[src/rtl/i2c_cmdq_pkg.sv]
// Shared types and command-word bit positions for the I2C command queue.
package i2c_cmdq_pkg;
    localparam int CMD_RD_BIT   = 8;
    localparam int CMD_STOP_BIT = 9;
    localparam int CMD_W        = 10;

    typedef struct packed {
        logic       stop;
        logic       rd;
        logic [7:0] dat;
    } cmd_entry_t;
endpackage

[src/rtl/cmdq_ring.sv]
// Synchronous ring-buffer FIFO with a fill-level counter and a flush input.
// A push is accepted only when the FIFO is not full; a pop only when it is not
// empty. Flush has priority over push and pop. Storage is not reset.
module cmdq_ring #(
    parameter int WIDTH = 8,
    parameter int DEPTH = 8,
    localparam int LW = $clog2(DEPTH + 1),
    localparam int PW = (DEPTH > 1) ? $clog2(DEPTH) : 1
) (
    input  logic             clk,
    input  logic             rst_n,
    input  logic             flush,
    input  logic             push,
    input  logic [WIDTH-1:0] wdata,
    input  logic             pop,
    output logic [WIDTH-1:0] head,
    output logic [LW-1:0]    level,
    output logic             full,
    output logic             empty
);
    logic [WIDTH-1:0] mem [DEPTH];
    logic [PW-1:0]    wp, rp;
    logic             do_push, do_pop;

    // Status and acceptance decode
    always_comb begin
        full    = (level == LW'(DEPTH));
        empty   = (level == '0);
        do_push = push && !full;
        do_pop  = pop && !empty;
    end

    function automatic logic [PW-1:0] ptr_next(input logic [PW-1:0] p);
        return (p == PW'(DEPTH - 1)) ? '0 : p + 1'b1;
    endfunction

    // Pointer and level bookkeeping
    always_ff @(posedge clk) begin
        if (!rst_n || flush) begin
            wp    <= '0;
            rp    <= '0;
            level <= '0;
        end else begin
            if (do_push) wp <= ptr_next(wp);
            if (do_pop)  rp <= ptr_next(rp);
            case ({do_push, do_pop})
                2'b10:   level <= level + 1'b1;
                2'b01:   level <= level - 1'b1;
                default: level <= level;
            endcase
        end
    end

    // Storage write
    always_ff @(posedge clk) begin
        if (do_push && !flush) mem[wp] <= wdata;
    end

    assign head = mem[rp];
endmodule

[src/rtl/cmdq_flags.sv]
// Watermark comparators and one-cycle over/underflow events for both queues.
// Assumes the full/empty inputs describe the state before the current edge.
module cmdq_flags #(
    parameter int DEPTH = 8,
    localparam int LW = $clog2(DEPTH + 1)
) (
    input  logic          clk,
    input  logic          rst_n,
    input  logic [LW-1:0] tx_level,
    input  logic [LW-1:0] rx_level,
    input  logic [LW-1:0] tx_thresh,
    input  logic [LW-1:0] rx_thresh,
    input  logic          tx_full,
    input  logic          rx_full,
    input  logic          rx_empty,
    input  logic          wr_req,
    input  logic          rd_req,
    input  logic          rx_in,
    output logic          tx_low,
    output logic          rx_high,
    output logic          tx_over,
    output logic          rx_under,
    output logic          rx_over
);
    // Level watermark comparison
    always_comb begin
        tx_low  = (tx_level <= tx_thresh);
        rx_high = (rx_level > rx_thresh);
    end

    // Registered error pulses, one cycle after the offending edge
    always_ff @(posedge clk) begin
        if (!rst_n) begin
            tx_over  <= 1'b0;
            rx_under <= 1'b0;
            rx_over  <= 1'b0;
        end else begin
            tx_over  <= wr_req && tx_full;
            rx_under <= rd_req && rx_empty;
            rx_over  <= rx_in && rx_full;
        end
    end
endmodule

[src/rtl/i2c_cmd_queue.sv]
// Command/data queue front end of an I2C master. Command words go into a
// transmit FIFO consumed by the bus engine; received bytes go into a receive
// FIFO read by software. Abort empties both. Assumes one register access per
// cycle on each side.
module i2c_cmd_queue
    import i2c_cmdq_pkg::*;
#(
    parameter int DEPTH = 8,
    localparam int LW = $clog2(DEPTH + 1)
) (
    input  logic             clk,
    input  logic             rst_n,
    input  logic             wr_valid,
    input  logic [CMD_W-1:0] wr_data,
    input  logic             rd_strobe,
    output logic [7:0]       rd_data,
    input  logic [LW-1:0]    tx_thresh,
    input  logic [LW-1:0]    rx_thresh,
    input  logic             abort,
    output logic             cmd_valid,
    input  logic             cmd_ready,
    output logic [7:0]       cmd_data,
    output logic             cmd_read,
    output logic             cmd_stop,
    input  logic             rx_push,
    input  logic [7:0]       rx_byte,
    output logic [LW-1:0]    tx_level,
    output logic [LW-1:0]    rx_level,
    output logic             tx_empty_evt,
    output logic             rx_full_evt,
    output logic             tx_over_evt,
    output logic             rx_under_evt,
    output logic             rx_over_evt
);
    cmd_entry_t in_ent, head_ent;
    logic       tx_full, tx_empty, rx_full, rx_empty;
    logic [7:0] rx_head;

    // Unpack a command word; read requests drop their data bits
    always_comb begin
        in_ent.stop = wr_data[CMD_STOP_BIT];
        in_ent.rd   = wr_data[CMD_RD_BIT];
        in_ent.dat  = wr_data[CMD_RD_BIT] ? 8'h00 : wr_data[7:0];
    end

    cmdq_ring #(.WIDTH($bits(cmd_entry_t)), .DEPTH(DEPTH)) u_txq (
        .clk(clk), .rst_n(rst_n), .flush(abort),
        .push(wr_valid), .wdata(in_ent),
        .pop(cmd_ready), .head(head_ent),
        .level(tx_level), .full(tx_full), .empty(tx_empty)
    );

    cmdq_ring #(.WIDTH(8), .DEPTH(DEPTH)) u_rxq (
        .clk(clk), .rst_n(rst_n), .flush(abort),
        .push(rx_push), .wdata(rx_byte),
        .pop(rd_strobe), .head(rx_head),
        .level(rx_level), .full(rx_full), .empty(rx_empty)
    );

    cmdq_flags #(.DEPTH(DEPTH)) u_flags (
        .clk(clk), .rst_n(rst_n),
        .tx_level(tx_level), .rx_level(rx_level),
        .tx_thresh(tx_thresh), .rx_thresh(rx_thresh),
        .tx_full(tx_full), .rx_full(rx_full), .rx_empty(rx_empty),
        .wr_req(wr_valid), .rd_req(rd_strobe), .rx_in(rx_push),
        .tx_low(tx_empty_evt), .rx_high(rx_full_evt),
        .tx_over(tx_over_evt), .rx_under(rx_under_evt), .rx_over(rx_over_evt)
    );

    // Head presentation, forced to zero when a queue is empty
    always_comb begin
        cmd_valid = !tx_empty;
        cmd_data  = tx_empty ? 8'h00 : head_ent.dat;
        cmd_read  = !tx_empty && head_ent.rd;
        cmd_stop  = !tx_empty && head_ent.stop;
        rd_data   = rx_empty ? 8'h00 : rx_head;
    end
endmodule

[config.mk]
export PLATFORM = sky130hd
export DESIGN_NAME = i2c_cmd_queue
export DESIGN_NICKNAME = d
export VERILOG_FILES = /design/src/rtl/i2c_cmdq_pkg.sv /design/src/rtl/cmdq_ring.sv /design/src/rtl/cmdq_flags.sv /design/src/rtl/i2c_cmd_queue.sv
export SDC_FILE = /design/constraint.sdc
export NUM_CORES = 1
export LEC_CHECK = 0
export BUFFER_PORTS_ARGS = -buffer_cell sky130_fd_sc_hd__clkbuf_2
export CAP_MARGIN = 30
export CELL_PAD_IN_SITES_DETAIL_PLACEMENT = 2
export CELL_PAD_IN_SITES_GLOBAL_PLACEMENT = 2
export CORE_UTILIZATION = 40
export CTS_CLUSTER_DIAMETER = 200
export CTS_CLUSTER_SIZE = 16
export DETAILED_ROUTE_END_ITERATION = 10
export PLACE_DENSITY_LB_ADDON = 0.2
export SETUP_SLACK_MARGIN = 0.4
export SLEW_MARGIN = 10
export SYNTH_ARGS = -nofsm -noshare
export SYNTH_HDL_FRONTEND = slang
export SYNTH_HIERARCHICAL = 1
export SYNTH_SLANG_ARGS = --single-unit
export TNS_END_PERCENT = 1
[constraint.sdc]
create_clock -name clk -period 2.3 [get_ports clk]
set_clock_uncertainty 0.1 [all_clocks]
set_input_delay 0.345 -clock clk [delete_from_list [all_inputs] [get_ports clk]]
set_output_delay 0.345 -clock clk [all_outputs]
set_load 0.01 [all_outputs]
* Yosys cells after proc, flatten, opt, wreduce, memory -nomap -nowiden
Memories as Yosys holds them, arrays and structs flattened. A register that Yosys moved wholly into a read port is not among the register bits.
Cells that the tools add are included.
** Word-level totals
- Output and inout bits :: 32
- Register bits after elaboration :: 23
- Input port bits :: 33
- Logic and storage cells :: 70
- Memory bits (writable) :: 144
- Memories kept :: 2
** Operators by class
- Muxes and demuxes :: 17
- $lt $le $gt $ge :: 2
- $add $sub $neg :: 8
- Equality and inequality tests :: 10
- Reduce and logical (&&, ||, !) cells :: 22
** Memories
- u_txq.mem :: depth 8, width 10, rd ports 1, clocked after Yosys merged registers in 1, write ports 1, RTL line cmdq_ring.sv:21 : logic [WIDTH-1:0] mem [DEPTH];
- u_rxq.mem :: depth 8, width 8, rd ports 1, clocked after Yosys merged registers in 1, write ports 1, RTL line cmdq_ring.sv:21
** Operators by type and width (number)
- 2-to-1 mux 3 bit :: 8
- 2-to-1 mux 8 bit :: 3
- one-hot mux 4 bit (2 select lines) :: 2
- adder 3 x 1 -> 3 bit, second input constant :: 4
- equality test 3 bit, second input constant :: 4
- logical AND 1 bit :: 11
- adder 4 x 1 -> 4 bit, second input constant :: 2
- equality test 4 bit, second input constant :: 2
- logical NOT 4 bit :: 2
- subtractor 4 x 1 -> 4 bit, second input constant :: 2
- logical NOT 1 bit :: 6
- equality test 2 x 1 -> 1 bit, second input constant :: 2
- equality test 2 bit, second input constant :: 2
- > comparator 4 bit :: 1
- less-or-equal comparator 4 bit :: 1
- 2-to-1 mux 1 bit :: 4
- nonzero test 2 bit :: 2
- logical OR 1 bit :: 1

* Logic depth before layout (Yosys ltp)
Gate-level depths: netlist (run 1).
- Depth after elaboration :: 6
- Gate-level depth with buffers :: 10
- Depth with buffers taken out :: 9

* Modules after synthesis
Netlist (run 1), hierarchy kept.
** Modules (own cells, without submodules)
- cmdq_ring (u_txq) :: times used 1, seq. area each 2662.6 um^2, area an instance 3689.8 um^2, cells an instance 196
- cmdq_ring (u_rxq) :: times used 1, seq. area each 2182.1 um^2, area an instance 3104.2 um^2, cells an instance 174
- cmdq_flags :: times used 1, seq. area each 60.1 um^2, area an instance 276.5 um^2, cells an instance 32
- i2c_cmd_queue :: times used 1, seq. area each 0.0 um^2, area an instance 212.7 um^2, cells an instance 28

* Worst setup path before layout (run 1)
OpenSTA, ideal clock, no wires.
- Path kind :: reg2reg
- From :: reg u_txq.level[0]
- To :: mem u_txq/mem[0][0] in the netlist's numbering, enable pin
- Slack :: -143 ps
- Path buffers :: 1
- Cell stages (with the launch flop) :: 6
- Required time :: 1810 ps
- Arrival time :: 1953 ps
- Period minus slack after synthesis :: 2443 ps
- Setup time :: 390 ps
- Cell sequence :: dfxtp_1 -> nor4b_1 -> nand2b_1 -> buf_2 -> or3_4 -> nor3_1
** Between the ends
- Longest elaborated chain between the ends :: 6
** Ends and longest elaborated chain
- start: declaration :: RTL line cmdq_ring.sv:17 : output logic [LW-1:0] level,
- start signal: assignment :: RTL line cmdq_ring.sv:47 : 2'b10: level <= level + 1'b1;
- start signal: assignment :: RTL line cmdq_ring.sv:48 : 2'b01: level <= level - 1'b1;
- start signal: assignment :: RTL line cmdq_ring.sv:49 : default: level <= level;
- equality test 4 bit :: RTL line cmdq_ring.sv:27 : full = (level == LW'(DEPTH));
- net tx_full :: RTL line i2c_cmd_queue.sv:36 : logic tx_full, tx_empty, rx_full, rx_empty;
- logical NOT 1 bit :: RTL line cmdq_ring.sv:29 : do_push = push && !full;
- logical AND 1 bit :: RTL line cmdq_ring.sv:29
- logical AND 1 bit :: RTL line cmdq_ring.sv:56 : if (do_push && !flush) mem[wp] <= wdata;
- 2-to-1 mux 1 bit :: RTL line cmdq_ring.sv:56
- 2-to-1 mux 1 bit (not written as such) :: RTL line cmdq_ring.sv:56
- end: declaration :: RTL line cmdq_ring.sv:21
The timed path passes the listed nets, and every way through them passes these cells.

==> results.md, run 1 <==
- Status: finished, violations left
- Failing checks: setup timing
- Crit start category: register
- Area after DPL: approximately 8300 um^2
- Drc violations: 0
- Seq cells post-synth: between 150 and 200
- RSZ-0062 raised after global routing: yes
- Maximum Capacitance Violations: 0
- Synth area leaders: edfxtp_1, mux4_2, dfxtp_1
- Drt total wl: between 15000 and 20000 um
- Synth Warn #: 6
- Average cell area after synthesis: around 17 um^2
- Cell taking the most area after synthesis: edfxtp_1
- Crit Path Class: reg2out
- Commonest cells post-synth: edfxtp_1, mux4_2, nor2_1, dfxtp_1, ha_1
- Worst Setup Slack, final: -217.9 ps
- Distinct cells, synth: 42
- Clk Latency, worst-skew pair: roughly 430 ps
- Post-Synthesis Cells: 430
- Gr ovfl total: 0
- Final setup viols: 18
- Mapped cell area: ~7300 um^2
- TritonCTS clock tree: done
- Tmin final: 2518 ps
- Max-slew headroom: 0.5604
- All-layer global routing usage: 0.2189
- Worst-path clk slew: approximately 70 ps
- Final Cycle Share: 1.095
- Hold Fails Final Rpt: 0
- Dpl cells: between 700 and 800
- Fin util: 0.5332
- Detailed Place HPWL: 11880 um
- Avg WL per Cell: 24.67 um
- Final net count: slightly below 600
- Maximum vdd drop: slightly above 0.6 mV
- Cell Count, Final, Fillers Out: 763
- Net count after synthesis: 487
- I/O pin cnt: 65
- Crit path max fanout: 10
- Clk buf depth: 2
- Proportion of netlist area held by the largest area contributor: 0.5937
- Post-synthesis sequential area ratio: 0.6734
- Fraction of registers with async set/reset: 0
- Area delta synth->final: 28.38%
- Gp weighted congestion: between 0.7 and 0.8
- Post-route ant nets: 0
- Die height: 136.9 um
- Die ar.: roughly 19000 um^2
- Pwr per Cell Area: around 740 nW/um^2
- Chip width: 136.9 um
- Worst hold stages: 1
- Most common cell in the netlist: edfxtp_1
- Max Fclk: roughly 0.40 GHz
- Starting DRC count in detailed routing: 221
- Filler cell count in the final layout: between 1500 and 2000
- TritonCTS buffer count: 17
- Drt pass-1 iters: 4
- Row cnt: between 40 and 50
- Least-Margin Pin Slew: 658.5 ps
- Initial antenna violation count: 0
- Fin. max-slew vios: 0
- Htree depth: 4
- Largest net degree at the start of global routing: 21
- Leakage power: ~3.3 nW
- CORE AREA: approximately 18000 um^2
- Ant diodes: 0
- Hold/Removal Path Class: in2reg
- Arrival @ worst endpoint: 2070 ps
- First-pass GRT wire length: ~29000 um
- Vias in the first global route: around 4700
- Most used DFF post-synth: edfxtp_1
- Cell area after layout: between 9000 and 10000 um^2
- Number of flops mapped to enable cells by yosys: around 140
- Cells on worst reg2reg path: 8
- Root Buffer: clkbuf_16
- Initial Util: 0.4153
- Critical Path RT: 1860 ps
- Layout cells sized above 1: 0.4703
- Port Buffers: 64
- DR vias: a little over 4000
- CTS sink cnt: ~170
- Tot Pwr: 0.006910 W
- Vias per std cell: roughly 5.4
- Endpoint class of the critical path: primary output
## registers in the layout, indices dropped and copies added (netlist names), named ones only
name              flops
u_txq/mem            80
u_rxq/mem            64
u_rxq/level           4
u_txq/level           4
u_rxq/rp              3
u_rxq/wp              3
u_txq/rp              3
u_txq/wp              3
u_flags/rx_over       1
u_flags/rx_under      1
u_flags/tx_over       1
## worst paths after layout
check	startpoint	endpoint	slack (ps)
setup / recovery	register	cmd_stop	-220
hold / removal	rx_byte[1]	u_rxq/mem[1][1]$_DFFE_PP_	90
setup reg to reg	u_rxq/level[3]$_SDFFE_PP0P_	u_rxq/level[3]$_SDFFE_PP0P_	60
hold reg to reg	u_txq/rp[2]$_SDFFE_PP0N_	u_txq/rp[2]$_SDFFE_PP0N_	420
## placed cells by master (no fill, tap or decap), types with 8 or more instances in the layout
master / count
a21oi_1: 16
buf_12: 11
buf_8: 8
clkbuf_16: 17
clkbuf_2: 61
dfxtp_1: 19
dfxtp_4: 9
edfxtp_1: 144
ha_1: 14
ha_4: 8
inv_1: 14
mux2_4: 13
mux4_2: 36
nand2_1: 10
nand2b_1: 8
nor2_1: 16
nor2_4: 12
nor2b_1: 15
nor2b_4: 9
## kinds of logic (layout without fill, tap and decap cells)
logic type / after synthesis / in the layout / synth area share
adder cells (fa/ha/maj): 24 / 24 / 0.04329
multiplexers: 56 / 56 / 0.1419
AND/OR/NAND/NOR: 109 / 109 / 0.09054
flip-flops: 173 / 173 / 0.6734
XOR/XNOR: 4 / 4 / 0.004810
buffers and inverters: 36 / 144 / 0.02165
AO/OA/AOI/OAI: 28 / 28 / 0.02439
## stage by stage
step	hold WS, ps	TNS, ps	setup WS (ps)
final	88.07	-3220	-217.9
after floorplan	343.9	0	197.5
after detailed placement	407.5	0	97.45
after CTS	82.25	-3811	-269.5
after global placement	373.8	0	161.9
after global routing	81.30	-4642	-289.1
## worst max-delay path, cell delays in order (launching register included)
cell and delay, ps:
dfxtp_4 400, buf_12 160, mux4_2 510, mux2_4 270, and2b_2 190, clkbuf_2 120
## per-layer routing
layer,vias up,track usage,part of all wire
li1,1862,-,-
met1,2181,0.2590,0.40
met2,81,0.3956,0.55
met3,18,0.04778,0.034
met4,0,0.06593,0.013
met5,-,0,0
## power breakdown
group          switching, W  internal (W)
sequential        0.0000311       0.00341
combinational      0.000255      0.000229
clock               0.00140       0.00158
## timing repair
| action | in CTS | in global routing |
|---|---|---|
| gates cloned | 1 | 0 |
| pin swaps | 50 | 39 |
| hold endpoints to repair | 0 | 0 |
| hold buffers | 0 | 0 |
| endpoints found under the setup margin | 171 | 171 |
| gates resized for setup | 84 | 15 |
| setup buffers | 0 | 0 |
## area by class of cell
class / instances / area, um^2 / area share
flip-flops and latches: 173 / 4940 / 0.5283
multi-input cells: 221 / 2664 / 0.2849
repair buffers: 93 / 770.7 / 0.08243
clock buffers: 17 / 425.4 / 0.04550
well taps: 225 / 281.5 / 0.03011
clock inverters: 15 / 195.2 / 0.02088
inverters: 19 / 73.82 / 0.007895
Note: power is estimated with default switching activity, not from simulation.
==> run 2, diff against run 1 <==
CORE_MARGIN = 2   (was unset)
HOLD_SLACK_MARGIN = 0.05   (was unset)
MAX_ROUTING_LAYER = met4   (was unset)
==> results.md, run 2 (synthesized netlist as in run 1, its figures left out) <==
- Crit-path slowest cell: mux4_2
- TritonCTS buffer count: 17 (unchanged)
- Arrival @ worst endpoint: 2100 ps (+30 ps)
- Drt total wl: 18830 um (about the same)
- Worst slack, placed: 67.07 ps (-30.38 ps)
- Vias per std cell: 5.291 (-2.5%)
- Ant diodes: 0 (unchanged)
- Tmin final: 2549 ps (+31.14 ps)
- Maximum vdd drop: 0.5684 mV (-6.6%)
- Final net count: 591 (+1.5%)
- Failing checks: setup timing
- Die height: 138.9 um (+1.5%)
- CORE AREA: 17900 um^2 (+2.1%)
- Final setup viols: 18 (unchanged)
- Largest net degree at the start of global routing: 21 (unchanged)
- Leakage power: 3.256 nW (-0.65%)
- CTS Hold Bufs: 0 (unchanged)
- Hold Fails Final Rpt: 0 (unchanged)
- Area delta synth->final: 27.95%
- Initial Util: 0.4068 (-0.008476)
- Fin. max-slew vios: 0 (unchanged)
- Htree depth: 4 (unchanged)
- Vias in the first global route: 4710 (-0.17%)
- Max-slew headroom: 0.6042 (+0.04383)
- CTS sink cnt: 173 (unchanged)
- Hold Crit Start: rx_byte[7]
- All-layer global routing usage: 0.2130 (-0.005942)
- Commonest non-fill, non-tap cell in the layout: edfxtp_1
- FF-to-FF End: u_txq/level[3]$_SDFFE_PP0P_
- Hold path endpoint: u_rxq/mem[2][7]$_DFFE_PP_
- Post-route ant nets: 0 (unchanged)
- RSZ-0062 raised after global routing: yes
- Crit path max fanout: 5 (-5)
- Worst-path clk slew: 70 ps (about the same)
- Detailed Place HPWL: 12400 um (+4.3%)
- Filler cell count in the final layout: 1625 (+5.9%)
- Most frequent cells in the layout: edfxtp_1, clkbuf_2, mux4_2
- Clk buf depth: 2 (unchanged)
- Pwr per Cell Area: 728.4 nW/um^2 (-1.4%)
- Fin util: 0.5205 (-0.01263)
- Critical Path RT: 1860 ps (about the same)
- Tot Pwr: 0.006788 W (-1.8%)
- Clk Latency, worst-skew pair: 430 ps (about the same)
- Avg WL per Cell: 24.27 um (-1.6%)
- Worst path buffer plus inverter count: 2 (unchanged)
- First-pass GRT wire length: 29220 um (+2.5%)
- Worst hold stages: 1 (unchanged)
- Max reg flops: 80 (unchanged)
- Worst path max stage delay: 540 ps (+30 ps)
- Cells on worst reg2reg path: 8 (unchanged)
- Post-CTS Setup Bufs: 0 (unchanged)
- Max Fclk: 0.3923 GHz (-1.2%)
- Row cnt: 49 (+2.1%)
- Status: finished, violations left
- Largest reg by FF count: u_txq/mem
- R2R setup slack: 90 ps (+30 ps)
- Layout cells sized above 1: 0.4735 (+0.003232)
- DR vias: 4106 (-0.87%)
- Largest registers: u_txq/mem (80), u_rxq/mem (64)
- Hold/Removal Path Class: in2reg
- Crit Path Class: reg2out
- Gp weighted congestion: 0.7468 (+3.9%)
- Final Cycle Share: 1.108 (+0.01354)
- Worst Setup Slack, final: -249.0 ps (-31.14 ps)
- Maximum Capacitance Violations: 0 (unchanged)
- I/O pin cnt: 65 (unchanged)
- Drt pass-1 iters: 4 (unchanged)
- Endpoint class of the critical path: primary output
- Drc violations: 0 (unchanged)
- Crit start category: register
- Initial antenna violation count: 0 (unchanged)
- Worst path cell trace: buf_12 > mux4_2 > mux2_4 > nor2b_4 > buf_6
- Port Buffers: 64 (unchanged)
- Chip width: 138.9 um (+1.5%)
- Starting DRC count in detailed routing: 215 (-2.7%)
- Die ar.: 19300 um^2 (+2.9%)
- Root Buffer: clkbuf_16
- Least-Margin Pin Slew: 592.4 ps (-66.06 ps)
- CP delay by family, top: multiplexers
- Reg-to-reg startpoint: u_txq/level[3]$_SDFFE_PP0P_
- Hold slack: 99.96 ps (+11.89 ps)
- Gr ovfl total: 0 (unchanged)
- TritonCTS clock tree: done
## run 2: what timing repair did
item	in CTS	in global routing
setup endpoints to repair	171	171
cloned	1	1
gates resized for setup	89	10
pin swaps	46	31
## run 2: through the flow
stage          setup TNS (ps)  area, um^2  cells
2_1_floorplan               0        7435    430
6_report                -3406        9319    776
4_1_cts                 -3794        9265    775
3_5_place_dp                0        8294    742
5_1_grt                 -4834        9319    776
3_3_place_gp                0        8294    742
## run 2: area by class of cell
class / count / area (um^2) / share of cell area
Sequential cell: 173 / 4940 / 0.5301
Multi-Input combinational cell: 221 / 2610 / 0.2801
Timing Repair Buffer: 102 / 824.5 / 0.08848
Clock buffer: 17 / 425.4 / 0.04565
Tap cell: 229 / 286.5 / 0.03075
Clock inverter: 15 / 161.4 / 0.01732
Inverter: 19 / 71.32 / 0.007653
## run 2: worst max path at each step
| stage | startpoint | cells after the start | endpoint |
|---|---|---|---|
| CTS | register | 5 | cmd_data[6] |
| global route | register | 5 | cmd_data[1] |
| detailed placement | u_txq/level[1]$_SDFFE_PP0P_ | 8 | u_txq/level[3]$_SDFFE_PP0P_ |
| finish | register | 5 | cmd_data[6] |
| floorplan | u_txq/level[3]$_SDFFE_PP0P_ | 8 | u_txq/level[3]$_SDFFE_PP0P_ |
| global placement | u_txq/level[2]$_SDFFE_PP0P_ | 6 | u_txq/mem[7][7]$_DFFE_PP_ |
## run 2: report_power, final
group	switching, W	internal (W)	leakage [nW]	total (W)
Combinational	0.000248	0.000221	1.43	0.000469
Sequential	0.0000329	0.00342	1.55	0.00345
Clock	0.00125	0.00161	0.274	0.00287
## run 2: metal layers
layer	vias up	track usage	share of wire	wire [um]
li1	1861	-	-	-
met1	2160	0.2604	0.42	7988
met2	74	0.3695	0.54	10140
met3	11	0.04489	0.030	561
met4	0	0.04306	0.0076	144
met5	-	-	0	0
